### src/rtl/bpred_pkg.sv
package bpred_pkg;
  typedef logic [1:0] ctr_t;
  localparam ctr_t CTR_SNT = 2'b00;
  localparam ctr_t CTR_WNT = 2'b01;
  localparam ctr_t CTR_WT  = 2'b10;
  localparam ctr_t CTR_ST  = 2'b11;
endpackage

### src/rtl/bpred_btb.sv
module bpred_btb #(
  parameter int PC_W  = 32,
  parameter int IDX_W = 4
) (
  input  logic            clk_i,
  input  logic            rst_ni,
  input  logic [PC_W-1:0] rd_pc_i,
  output logic            rd_hit_o,
  output logic [PC_W-1:0] rd_tgt_o,
  input  logic            up_en_i,
  input  logic [PC_W-1:0] up_pc_i,
  input  logic            up_taken_i,
  input  logic [PC_W-1:0] up_tgt_i,
  output logic            up_hit_o
);
  localparam int N     = 1 << IDX_W;
  localparam int TAG_W = PC_W - IDX_W - 2;

  logic [N-1:0]      vld_q;
  logic [TAG_W-1:0]  tag_q [N];
  logic [PC_W-1:0]   tgt_q [N];

  logic [IDX_W-1:0]  rd_idx, up_idx;
  logic [TAG_W-1:0]  rd_tag, up_tag;
  logic              unused_lsb;

  assign rd_idx     = rd_pc_i[IDX_W+1:2];
  assign rd_tag     = rd_pc_i[PC_W-1:IDX_W+2];
  assign up_idx     = up_pc_i[IDX_W+1:2];
  assign up_tag     = up_pc_i[PC_W-1:IDX_W+2];
  assign unused_lsb = ^{rd_pc_i[1:0], up_pc_i[1:0]};

  assign rd_hit_o = vld_q[rd_idx] && (tag_q[rd_idx] == rd_tag);
  assign rd_tgt_o = tgt_q[rd_idx];
  assign up_hit_o = vld_q[up_idx] && (tag_q[up_idx] == up_tag);

  // taken outcome both allocates on a miss and refreshes the target on a hit
  always_ff @(posedge clk_i or negedge rst_ni) begin
    if (!rst_ni) begin
      vld_q <= '0;
      for (int i = 0; i < N; i++) begin
        tag_q[i] <= '0;
        tgt_q[i] <= '0;
      end
    end else if (up_en_i && up_taken_i) begin
      vld_q[up_idx] <= 1'b1;
      tag_q[up_idx] <= up_tag;
      tgt_q[up_idx] <= up_tgt_i;
    end
  end

  p_alloc_r6: assert property (@(posedge clk_i) disable iff (!rst_ni)
    (up_en_i && up_taken_i) |=> (vld_q[$past(up_idx)] && tag_q[$past(up_idx)] == $past(up_tag)
                                 && tgt_q[$past(up_idx)] == $past(up_tgt_i)));

  p_nt_keep_r6: assert property (@(posedge clk_i) disable iff (!rst_ni)
    (up_en_i && !up_taken_i) |=> $stable(vld_q));
endmodule

### src/rtl/bpred_pht.sv
module bpred_pht
  import bpred_pkg::*;
#(
  parameter int IDX_W = 4
) (
  input  logic             clk_i,
  input  logic             rst_ni,
  input  logic [IDX_W-1:0] rd_idx_i,
  output ctr_t             rd_ctr_o,
  input  logic             up_en_i,
  input  logic [IDX_W-1:0] up_idx_i,
  input  logic             up_hit_i,
  input  logic             up_taken_i
);
  localparam int N = 1 << IDX_W;

  ctr_t ctr_q [N];

  assign rd_ctr_o = ctr_q[rd_idx_i];

  always_ff @(posedge clk_i or negedge rst_ni) begin
    if (!rst_ni) begin
      for (int i = 0; i < N; i++) ctr_q[i] <= CTR_WNT;
    end else if (up_en_i) begin
      if (!up_hit_i) begin
        if (up_taken_i) ctr_q[up_idx_i] <= CTR_WT;
      end else if (up_taken_i) begin
        if (ctr_q[up_idx_i] != CTR_ST) ctr_q[up_idx_i] <= ctr_q[up_idx_i] + 2'd1;
      end else begin
        if (ctr_q[up_idx_i] != CTR_SNT) ctr_q[up_idx_i] <= ctr_q[up_idx_i] - 2'd1;
      end
    end
  end

  p_alloc_wt_r6: assert property (@(posedge clk_i) disable iff (!rst_ni)
    (up_en_i && !up_hit_i && up_taken_i) |=> (ctr_q[$past(up_idx_i)] == CTR_WT));

  p_sat_hi_r7: assert property (@(posedge clk_i) disable iff (!rst_ni)
    (up_en_i && up_hit_i && up_taken_i && ctr_q[up_idx_i] == CTR_ST)
      |=> (ctr_q[$past(up_idx_i)] == CTR_ST));

  p_sat_lo_r7: assert property (@(posedge clk_i) disable iff (!rst_ni)
    (up_en_i && up_hit_i && !up_taken_i && ctr_q[up_idx_i] == CTR_SNT)
      |=> (ctr_q[$past(up_idx_i)] == CTR_SNT));
endmodule

### src/rtl/bpred_ras.sv
module bpred_ras #(
  parameter int PC_W  = 32,
  parameter int DEPTH = 8
) (
  input  logic            clk_i,
  input  logic            rst_ni,
  input  logic            push_i,
  input  logic [PC_W-1:0] push_val_i,
  input  logic            pop_i,
  output logic [PC_W-1:0] top_o,
  output logic            empty_o
);
  localparam int PTR_W = $clog2(DEPTH);
  localparam int CNT_W = $clog2(DEPTH + 1);

  logic [PC_W-1:0]  mem_q [DEPTH];
  logic [PTR_W-1:0] sp_q;
  logic [CNT_W-1:0] cnt_q;

  // circular: a push on a full stack lands on the oldest slot
  assign top_o   = mem_q[sp_q - PTR_W'(1)];
  assign empty_o = (cnt_q == '0);

  always_ff @(posedge clk_i or negedge rst_ni) begin
    if (!rst_ni) begin
      sp_q  <= '0;
      cnt_q <= '0;
      for (int i = 0; i < DEPTH; i++) mem_q[i] <= '0;
    end else if (push_i) begin
      mem_q[sp_q] <= push_val_i;
      sp_q        <= sp_q + PTR_W'(1);
      if (cnt_q != CNT_W'(DEPTH)) cnt_q <= cnt_q + CNT_W'(1);
    end else if (pop_i && !empty_o) begin
      sp_q  <= sp_q - PTR_W'(1);
      cnt_q <= cnt_q - CNT_W'(1);
    end
  end

  p_cnt_bound_r5: assert property (@(posedge clk_i) disable iff (!rst_ni)
    cnt_q <= CNT_W'(DEPTH));

  p_push_top_r5: assert property (@(posedge clk_i) disable iff (!rst_ni)
    push_i |=> (top_o == $past(push_val_i) && !empty_o));

  p_empty_pop_r5: assert property (@(posedge clk_i) disable iff (!rst_ni)
    (pop_i && !push_i && empty_o) |=> empty_o);
endmodule

### src/rtl/bpred_front.sv
module bpred_front
  import bpred_pkg::*;
#(
  parameter int PC_W      = 32,
  parameter int IDX_W     = 4,
  parameter int RAS_DEPTH = 8
) (
  input  logic            clk_i,
  input  logic            rst_ni,
  input  logic            fetch_valid_i,
  input  logic [PC_W-1:0] fetch_pc_i,
  input  logic            fetch_call_i,
  input  logic            fetch_ret_i,
  output logic [PC_W-1:0] pred_pc_o,
  output logic            pred_taken_o,
  input  logic            ex_valid_i,
  input  logic            ex_branch_i,
  input  logic [PC_W-1:0] ex_pc_i,
  input  logic            ex_taken_i,
  input  logic [PC_W-1:0] ex_target_i,
  input  logic            ex_pred_taken_i,
  input  logic [PC_W-1:0] ex_pred_pc_i,
  output logic            mispredict_o,
  output logic [PC_W-1:0] redirect_pc_o
);
  logic            btb_hit, up_hit, up_en, ras_empty;
  logic [PC_W-1:0] btb_tgt, ras_top, fetch_seq;
  ctr_t            ctr;

  assign up_en     = ex_valid_i && ex_branch_i;
  assign fetch_seq = fetch_pc_i + PC_W'(4);

  bpred_btb #(.PC_W(PC_W), .IDX_W(IDX_W)) u_btb (
    .clk_i, .rst_ni,
    .rd_pc_i   (fetch_pc_i),
    .rd_hit_o  (btb_hit),
    .rd_tgt_o  (btb_tgt),
    .up_en_i   (up_en),
    .up_pc_i   (ex_pc_i),
    .up_taken_i(ex_taken_i),
    .up_tgt_i  (ex_target_i),
    .up_hit_o  (up_hit)
  );

  bpred_pht #(.IDX_W(IDX_W)) u_pht (
    .clk_i, .rst_ni,
    .rd_idx_i  (fetch_pc_i[IDX_W+1:2]),
    .rd_ctr_o  (ctr),
    .up_en_i   (up_en),
    .up_idx_i  (ex_pc_i[IDX_W+1:2]),
    .up_hit_i  (up_hit),
    .up_taken_i(ex_taken_i)
  );

  bpred_ras #(.PC_W(PC_W), .DEPTH(RAS_DEPTH)) u_ras (
    .clk_i, .rst_ni,
    .push_i    (fetch_valid_i && fetch_call_i),
    .push_val_i(fetch_seq),
    .pop_i     (fetch_valid_i && fetch_ret_i),
    .top_o     (ras_top),
    .empty_o   (ras_empty)
  );

  // direction counter is only meaningful behind a buffer hit
  always_comb begin
    pred_taken_o = 1'b0;
    pred_pc_o    = fetch_seq;
    if (fetch_ret_i) begin
      if (!ras_empty) begin
        pred_taken_o = 1'b1;
        pred_pc_o    = ras_top;
      end
    end else if (btb_hit && ctr[1]) begin
      pred_taken_o = 1'b1;
      pred_pc_o    = btb_tgt;
    end
  end

  assign mispredict_o  = ex_valid_i && ((ex_taken_i != ex_pred_taken_i) ||
                                        (ex_taken_i && (ex_target_i != ex_pred_pc_i)));
  assign redirect_pc_o = ex_taken_i ? ex_target_i : ex_pc_i + PC_W'(4);

  p_call_ret_excl: assert property (@(posedge clk_i) disable iff (!rst_ni)
    !(fetch_valid_i && fetch_call_i && fetch_ret_i));

  p_redirect_r8: assert property (@(posedge clk_i) disable iff (!rst_ni)
    (mispredict_o && ex_taken_i) |-> (redirect_pc_o == ex_target_i));

  p_no_mp_r8: assert property (@(posedge clk_i) disable iff (!rst_ni)
    (ex_valid_i && !mispredict_o && ex_taken_i) |-> (ex_pred_taken_i && ex_pred_pc_i == redirect_pc_o));

  p_ret_empty_r4: assert property (@(posedge clk_i) disable iff (!rst_ni)
    (fetch_ret_i && ras_empty) |-> (!pred_taken_o && pred_pc_o == fetch_pc_i + PC_W'(4)));
endmodule

### config.mk
export PLATFORM = sky130hd
export DESIGN_NAME = bpred_front
export DESIGN_NICKNAME = d
export VERILOG_FILES = /design/src/rtl/bpred_pkg.sv /design/src/rtl/bpred_btb.sv /design/src/rtl/bpred_pht.sv /design/src/rtl/bpred_ras.sv /design/src/rtl/bpred_front.sv
export SDC_FILE = /design/constraint.sdc
export NUM_CORES = 2
export LEC_CHECK = 0
export BUFFER_PORTS_ARGS = -buffer_cell sky130_fd_sc_hd__buf_2
export CORE_ASPECT_RATIO = 1.4
export CORE_MARGIN = 2
export CORE_UTILIZATION = 28
export CTS_CLUSTER_DIAMETER = 100
export DETAILED_ROUTE_END_ITERATION = 8
export GPL_TIMING_DRIVEN = 0
export PLACE_DENSITY_LB_ADDON = 0.25
export SYNTH_ARGS = -nofsm -noshare
export SYNTH_HDL_FRONTEND = slang
export SYNTH_SLANG_ARGS = --single-unit
### constraint.sdc
create_clock -name clk_i -period 3.47 [get_ports clk_i]
set_clock_uncertainty 0.15 [all_clocks]
set_input_delay 0.1735 -clock clk_i [delete_from_list [all_inputs] [get_ports clk_i]]
set_output_delay 0.1735 -clock clk_i [all_outputs]
set_load 0.1 [all_outputs]
# ---- Word level (Yosys, flattened, before mapping)
# Index checks and enable logic that the tools add are counted.
dict set report totals {
  ff_bits 1239
  out_inout_bits 66
  input_bits 137
  latchBits 0
  ramBits 0
  rom_bits 0
  n_memories 0
}
dict set report op_classes {
  order_cmp 9
  reduce_logical 22
  n_div 0
  shift 0
  n_mux 54
  add_sub_neg 8
  n_bitwise 8
  n_eq_ne 8
  n_mul 0
}
# operator count
set ops {}
lappend ops {{$bwmux W512} 1}
lappend ops {{$mux W32} 15}
lappend ops {{$bwmux W416} 1}
lappend ops {{$bwmux W256} 1}
lappend ops {{$bmux W26 S4} 2}
lappend ops {{$mux W26} 5}
lappend ops {{$bmux W32 S4} 1}
lappend ops {{$demux W32 S4} 1}
lappend ops {{$demux W26 S4} 1}
lappend ops {{$bmux W32 S3} 1}
lappend ops {{$demux W32 S3} 1}
lappend ops {{$add A32 B3 Y32 const B} 2}
lappend ops {{$bwmux W32} 2}
lappend ops {{$eq A26 B26 Y1} 2}
lappend ops {{$ne A32 B32 Y1} 1}
lappend ops {{$or A16 B16 Y16} 2}
lappend ops {{$and A16 B16 Y16} 1}
lappend ops {{$bmux W2 S4} 2}
lappend ops {{$not A16 Y16} 1}
lappend ops {{$logic_and A1 B1 Y1} 13}
lappend ops {{$mux W4} 3}
lappend ops {{$ge A5 B5 Y1 const B} 2}
lappend ops {{$lt A4 B5 Y1 const B} 2}
lappend ops {{$mux W2} 5}
lappend ops {{27 further kinds} 41}

# ---- Longest topological paths before layout
dict set report logic_depth {
  ltp_word 9
  depth_mapped 17
}

# ---- Hierarchy
# Synthesis repeated with hierarchy kept, for this count alone.
dict set report hier_totals {
  cells_unflattened 4294
  hier_area_um2 62961.6
}
# mod cells_per_inst seq_area_each_um2 area_each_um2 instances
set by_module_without_submodules {}
lappend by_module_without_submodules {bpred_btb 3056 23622.7 46550.9 1}
lappend by_module_without_submodules {bpred_ras 707 6581.3 11882.6 1}
lappend by_module_without_submodules {bpred_front 370 0.0 2508.7 1}
lappend by_module_without_submodules {bpred_pht 161 820.8 2019.4 1}

# ---- Least setup slack after synthesis
# Ideal clock, no wire load.
dict set report synth_path {
  kind {input-to-output}
  from {input port fetch_pc_i[2]}
  to {output port pred_pc_o[13]}
  path_buffers 5
  t_arrival_ps 5124
  stages 14
  required_time_ps 3147
  setup_slack_ps -1978
  path_cell_list {buf_6 buf_4 buf_2 buf_2 mux4_2 xnor2_1 a21oi_1 nand3_1 nor2_1 a31oi_1 nor3_4 or2_2 buf_2 o21ai_0}
}
dict set report synth_between {
  elab_chain_cells 9
  word_cells_on_any_way 19
  classes_between {add/sub: 1; eq/ne: 1; mux: 14; bitwise: 1; reduce/logical: 2}
}
# element line_no
set synth_lines {}
lappend synth_lines {{start: declaration} bpred_front.sv:11} ;# input logic [PC_W-1:0] fetch_pc_i,
lappend synth_lines {{$not A4 Y5 (not written as such)} {bpred_btb.sv:33, bpred_btb.sv:34, bpred_pht.sv:19}}
lappend synth_lines {{$bmux W26 S4} bpred_btb.sv:33} ;# assign rd_hit_o = vld_q[rd_idx] && (tag_q[rd_idx] == rd_tag);
lappend synth_lines {{$mux W26 (not written as such) (2 in series)} bpred_btb.sv:33}
lappend synth_lines {{$eq A26 B26 Y1} bpred_btb.sv:33}
lappend synth_lines {{$logic_and A1 B1 Y1} bpred_btb.sv:33}
lappend synth_lines {{$logic_and A1 B1 Y1} bpred_front.sv:73} ;# end else if (btb_hit && ctr[1]) begin
lappend synth_lines {{$mux W32} bpred_front.sv:73}
lappend synth_lines {{$mux W32 *} bpred_front.sv:68} ;# if (fetch_ret_i) begin
lappend synth_lines {{end: declaration} bpred_front.sv:14} ;# output logic [PC_W-1:0] pred_pc_o,
# Every way passes the cells marked *; elsewhere a longest branch is shown, timed or not. The select of a mux whose other input is x is not followed.

# ---- Worst setup path after layout
dict set report layout_path {
  from {input port fetch_pc_i[2]}
  to {output port pred_pc_o[26]}
}
# The elaborated chain is that of the path after synthesis.

==> run metrics <==
CP peak stage delay=0.60 ns; status=finished with violations; most frequent cells in the layout=dfrtp_1, mux2_2, mux4_2; relative slew slack=0.0247; Crit. End Element=primary output; chip width=403 µm; initial core utilization=0.281; # IOs=between 200 and 250; core area=222,000 µm²; Hold Vio Cnt, Final=20; number of global-route vias before repair=45,473; clk root buf=clkbuf_16; ys async rst share=1.00; Netlist cell types=between 70 and 80; most common cell after layout, fill and taps aside=dfrtp_1; Startpoint Class=primary input; post-layout minimum cycle time=between 4 and 5 ns; Synth area leaders=dfrtp_1, mux2_2, mux4_2, mux2i_1, clkbuf_1; final hold slack=-0.0253 ns; area leader, netlist=dfrtp_1; P_leak=33.1 nW; H-tree depth=4; GPL Wtd Cong=about 1; post-synth net total=around 4,800; Top cell by count, worst path=buf_12; number of synthesized flops with an enable pin=0; Synth Warn #=0; WP buf/inv=7; critical path class=primary input to primary output; Initial DRT Pass Iterations=6; initial antenna violation count=28; Syn Inst Count=roughly 4,600; Max FO, Critical Path=10; drc violations=0; proportion of synthesized chip area in sequential cells=0.496; worst ir drop on vdd=0.715 mV; Avg WL per Cell=around 33 µm; final slew viol count=0; Vias=43,772; flops & latches, synth=between 1,000 and 1,500; fin nets=~5,200; PwrDens=681 nW/µm²; maxcap violations=0; Tcrit/Tclk final=1.41; largest net degree at the start of global routing=168; Cell Rows=205; ANT nets after route=0; worst skew pair latency=between 0.8 and 0.9 ns; vias per cell=5.44; pre-CTS setup slack=-2.91 ns; clk sink count=about 1,200; Finished Core Util=0.343; Clock Path Buffers=4; layout cells sized above 1=0.441; placed wire-length estimate=193,000 µm; GR Util All Layers=0.232; synthesis-to-layout area growth=21.9%; failing checks=negative hold slack, negative setup slack; Mean Syn Cell Area=about 14 µm²; Mapped Area=62,500 µm²; Slowest cell on crit path=or4b_4; Achievable Freq=204 MHz; Die ar.=227,000 µm²; Port Buffers=156; drt first-iter violations=4,036; first-pass GRT wire length=roughly 370,000 µm; Fillers=21,706; die height=between 500 and 600 µm; delay-heaviest family, CP=buffers and inverters; GRT overflow=0; CTS tree=done; Num CTS Buffers=approximately 140; WP data arrival=around 4.6 ns; Worst-path clk slew=0.06 ns; worst slew pin tran=about 1.5 ns; RSZ-0062 raised after global routing=yes; Finish-stage setup viols=129; total wire length=approximately 270,000 µm; fin worst setup slack=-1.43 ns; main flop type after synthesis=dfrtp_1; crit-path cells=buf_2, buf_12, buf_6, buf_4, mux4_2, mux2i_1, o22ai_1, a211oi_1, o2111ai_1, or4b_4, nor3_4, buf_12, buf_8, nor3_1, a211o_4, buf_12; share of the synthesized area in the top cell type=0.490; Worst Hold Class=primary input to async pin; Worst Path Required=3.15 ns
through the flow:
step	hold slack, ns	setup TNS (ns)	instance area (µm²)	std cells	power (W)
2_1_floorplan	-0.272	-7.25	63300	4607	0.0297
5_1_grt	0.0135	-52.69	76200	8031	0.0539
4_1_cts	0.0000677	-47.35	75700	8019	0.0519
3_5_place_dp	0.218	-1532.39	68000	7671	0.0349
3_3_place_gp	0.306	-	67700	7661	0.0346
6_report	-0.0253	-53.64	76200	8039	0.0519
flip-flops by register name, summed over array words and instances (netlist names):
signal       count
u_btb.tgt_q    512
u_btb.tag_q    416
u_btb.vld_q     16
u_ras.mem_q    256
u_ras.sp_q       3
u_ras.cnt_q      4
u_pht.ctr_q     32
worst min-delay path, cell delays in order:
cell	delay, ns
dlygate4sd3_1	0.58
buf_12	0.11
buf_16	0.43
Yosys cell counts (18+ instances only):
master,n
nor2_1,205
or2_2,20
mux2i_1,123
nor3_1,23
a22oi_1,18
xnor2_1,76
a21oi_1,190
buf_1,66
nand2_1,268
buf_2,39
o21ai_0,148
inv_1,47
nand3_1,64
nor4_1,26
nand4_1,23
mux2_2,994
dfrtp_1,1223
mux4_2,428
xor2_1,64
clkbuf_1,316
what timing repair did:
item,CTS,global route
hold buffers,67,3
resized for setup,541,82
setup endpoints to repair,952,419
buffers inserted,38,14
cloned,6,1
endpoints found under the hold margin,572,13
pin swaps,39,18
path summary, 6_finish.rpt:
path	start	endpoint	slack, ns	cells after the start
min in group clk_i	fetch_pc_i[14]	u_ras.mem_q[207]	0.04	4
hold / removal	rst_ni	u_btb.tag_q[56]	-0.03	3
hold reg to reg	u_ras.mem_q[241]	u_ras.mem_q[241]	0.33	2
max in group asynchronous	rst_ni	u_ras.mem_q[206]	0.66	6
setup / recovery	fetch_pc_i[2]	pred_pc_o[26]	-1.43	16
setup reg to reg	u_btb.tag_q[327]	u_pht.ctr_q[7]	-0.18	13
per-layer routing:
metal / routed length [µm] / GRT usage / share of wire
met1: 105000 / 0.284 / 0.39
met2: 130000 / 0.390 / 0.48
met3: 16600 / 0.0452 / 0.062
met4: 15900 / 0.118 / 0.059
met5: 206 / 0 / 0.00077
cell families after synthesis:
logic type,synth area share
flops,0.496
buf+inv,0.0321
mux,0.354
compound gates,0.0461
simple gates,0.0498
fa+ha+maj,0.00252
xor+xnor,0.0196
power breakdown:
part,total [W],switching (W),internal (W)
sequential,0.0193,0.00182,0.0175
clock,0.0156,0.00641,0.00922
combinational,0.0170,0.00981,0.00715
final cells by class:
cell class	instances	area [µm²]	share of cell area
Buffer	428	2430	0.0319
Clock buffer	215	4260	0.0559
Sequential cell	1239	31000	0.407
Clock inverter	31	433	0.00568
Timing Repair Buffer	295	3060	0.0402
Inverter	48	181	0.00238
Tap cell	2898	3630	0.0476
Multi-Input combinational cell	2876	31100	0.409
Antenna cell	9	22.5	0.000296
(Power assumes the default switching activity.)
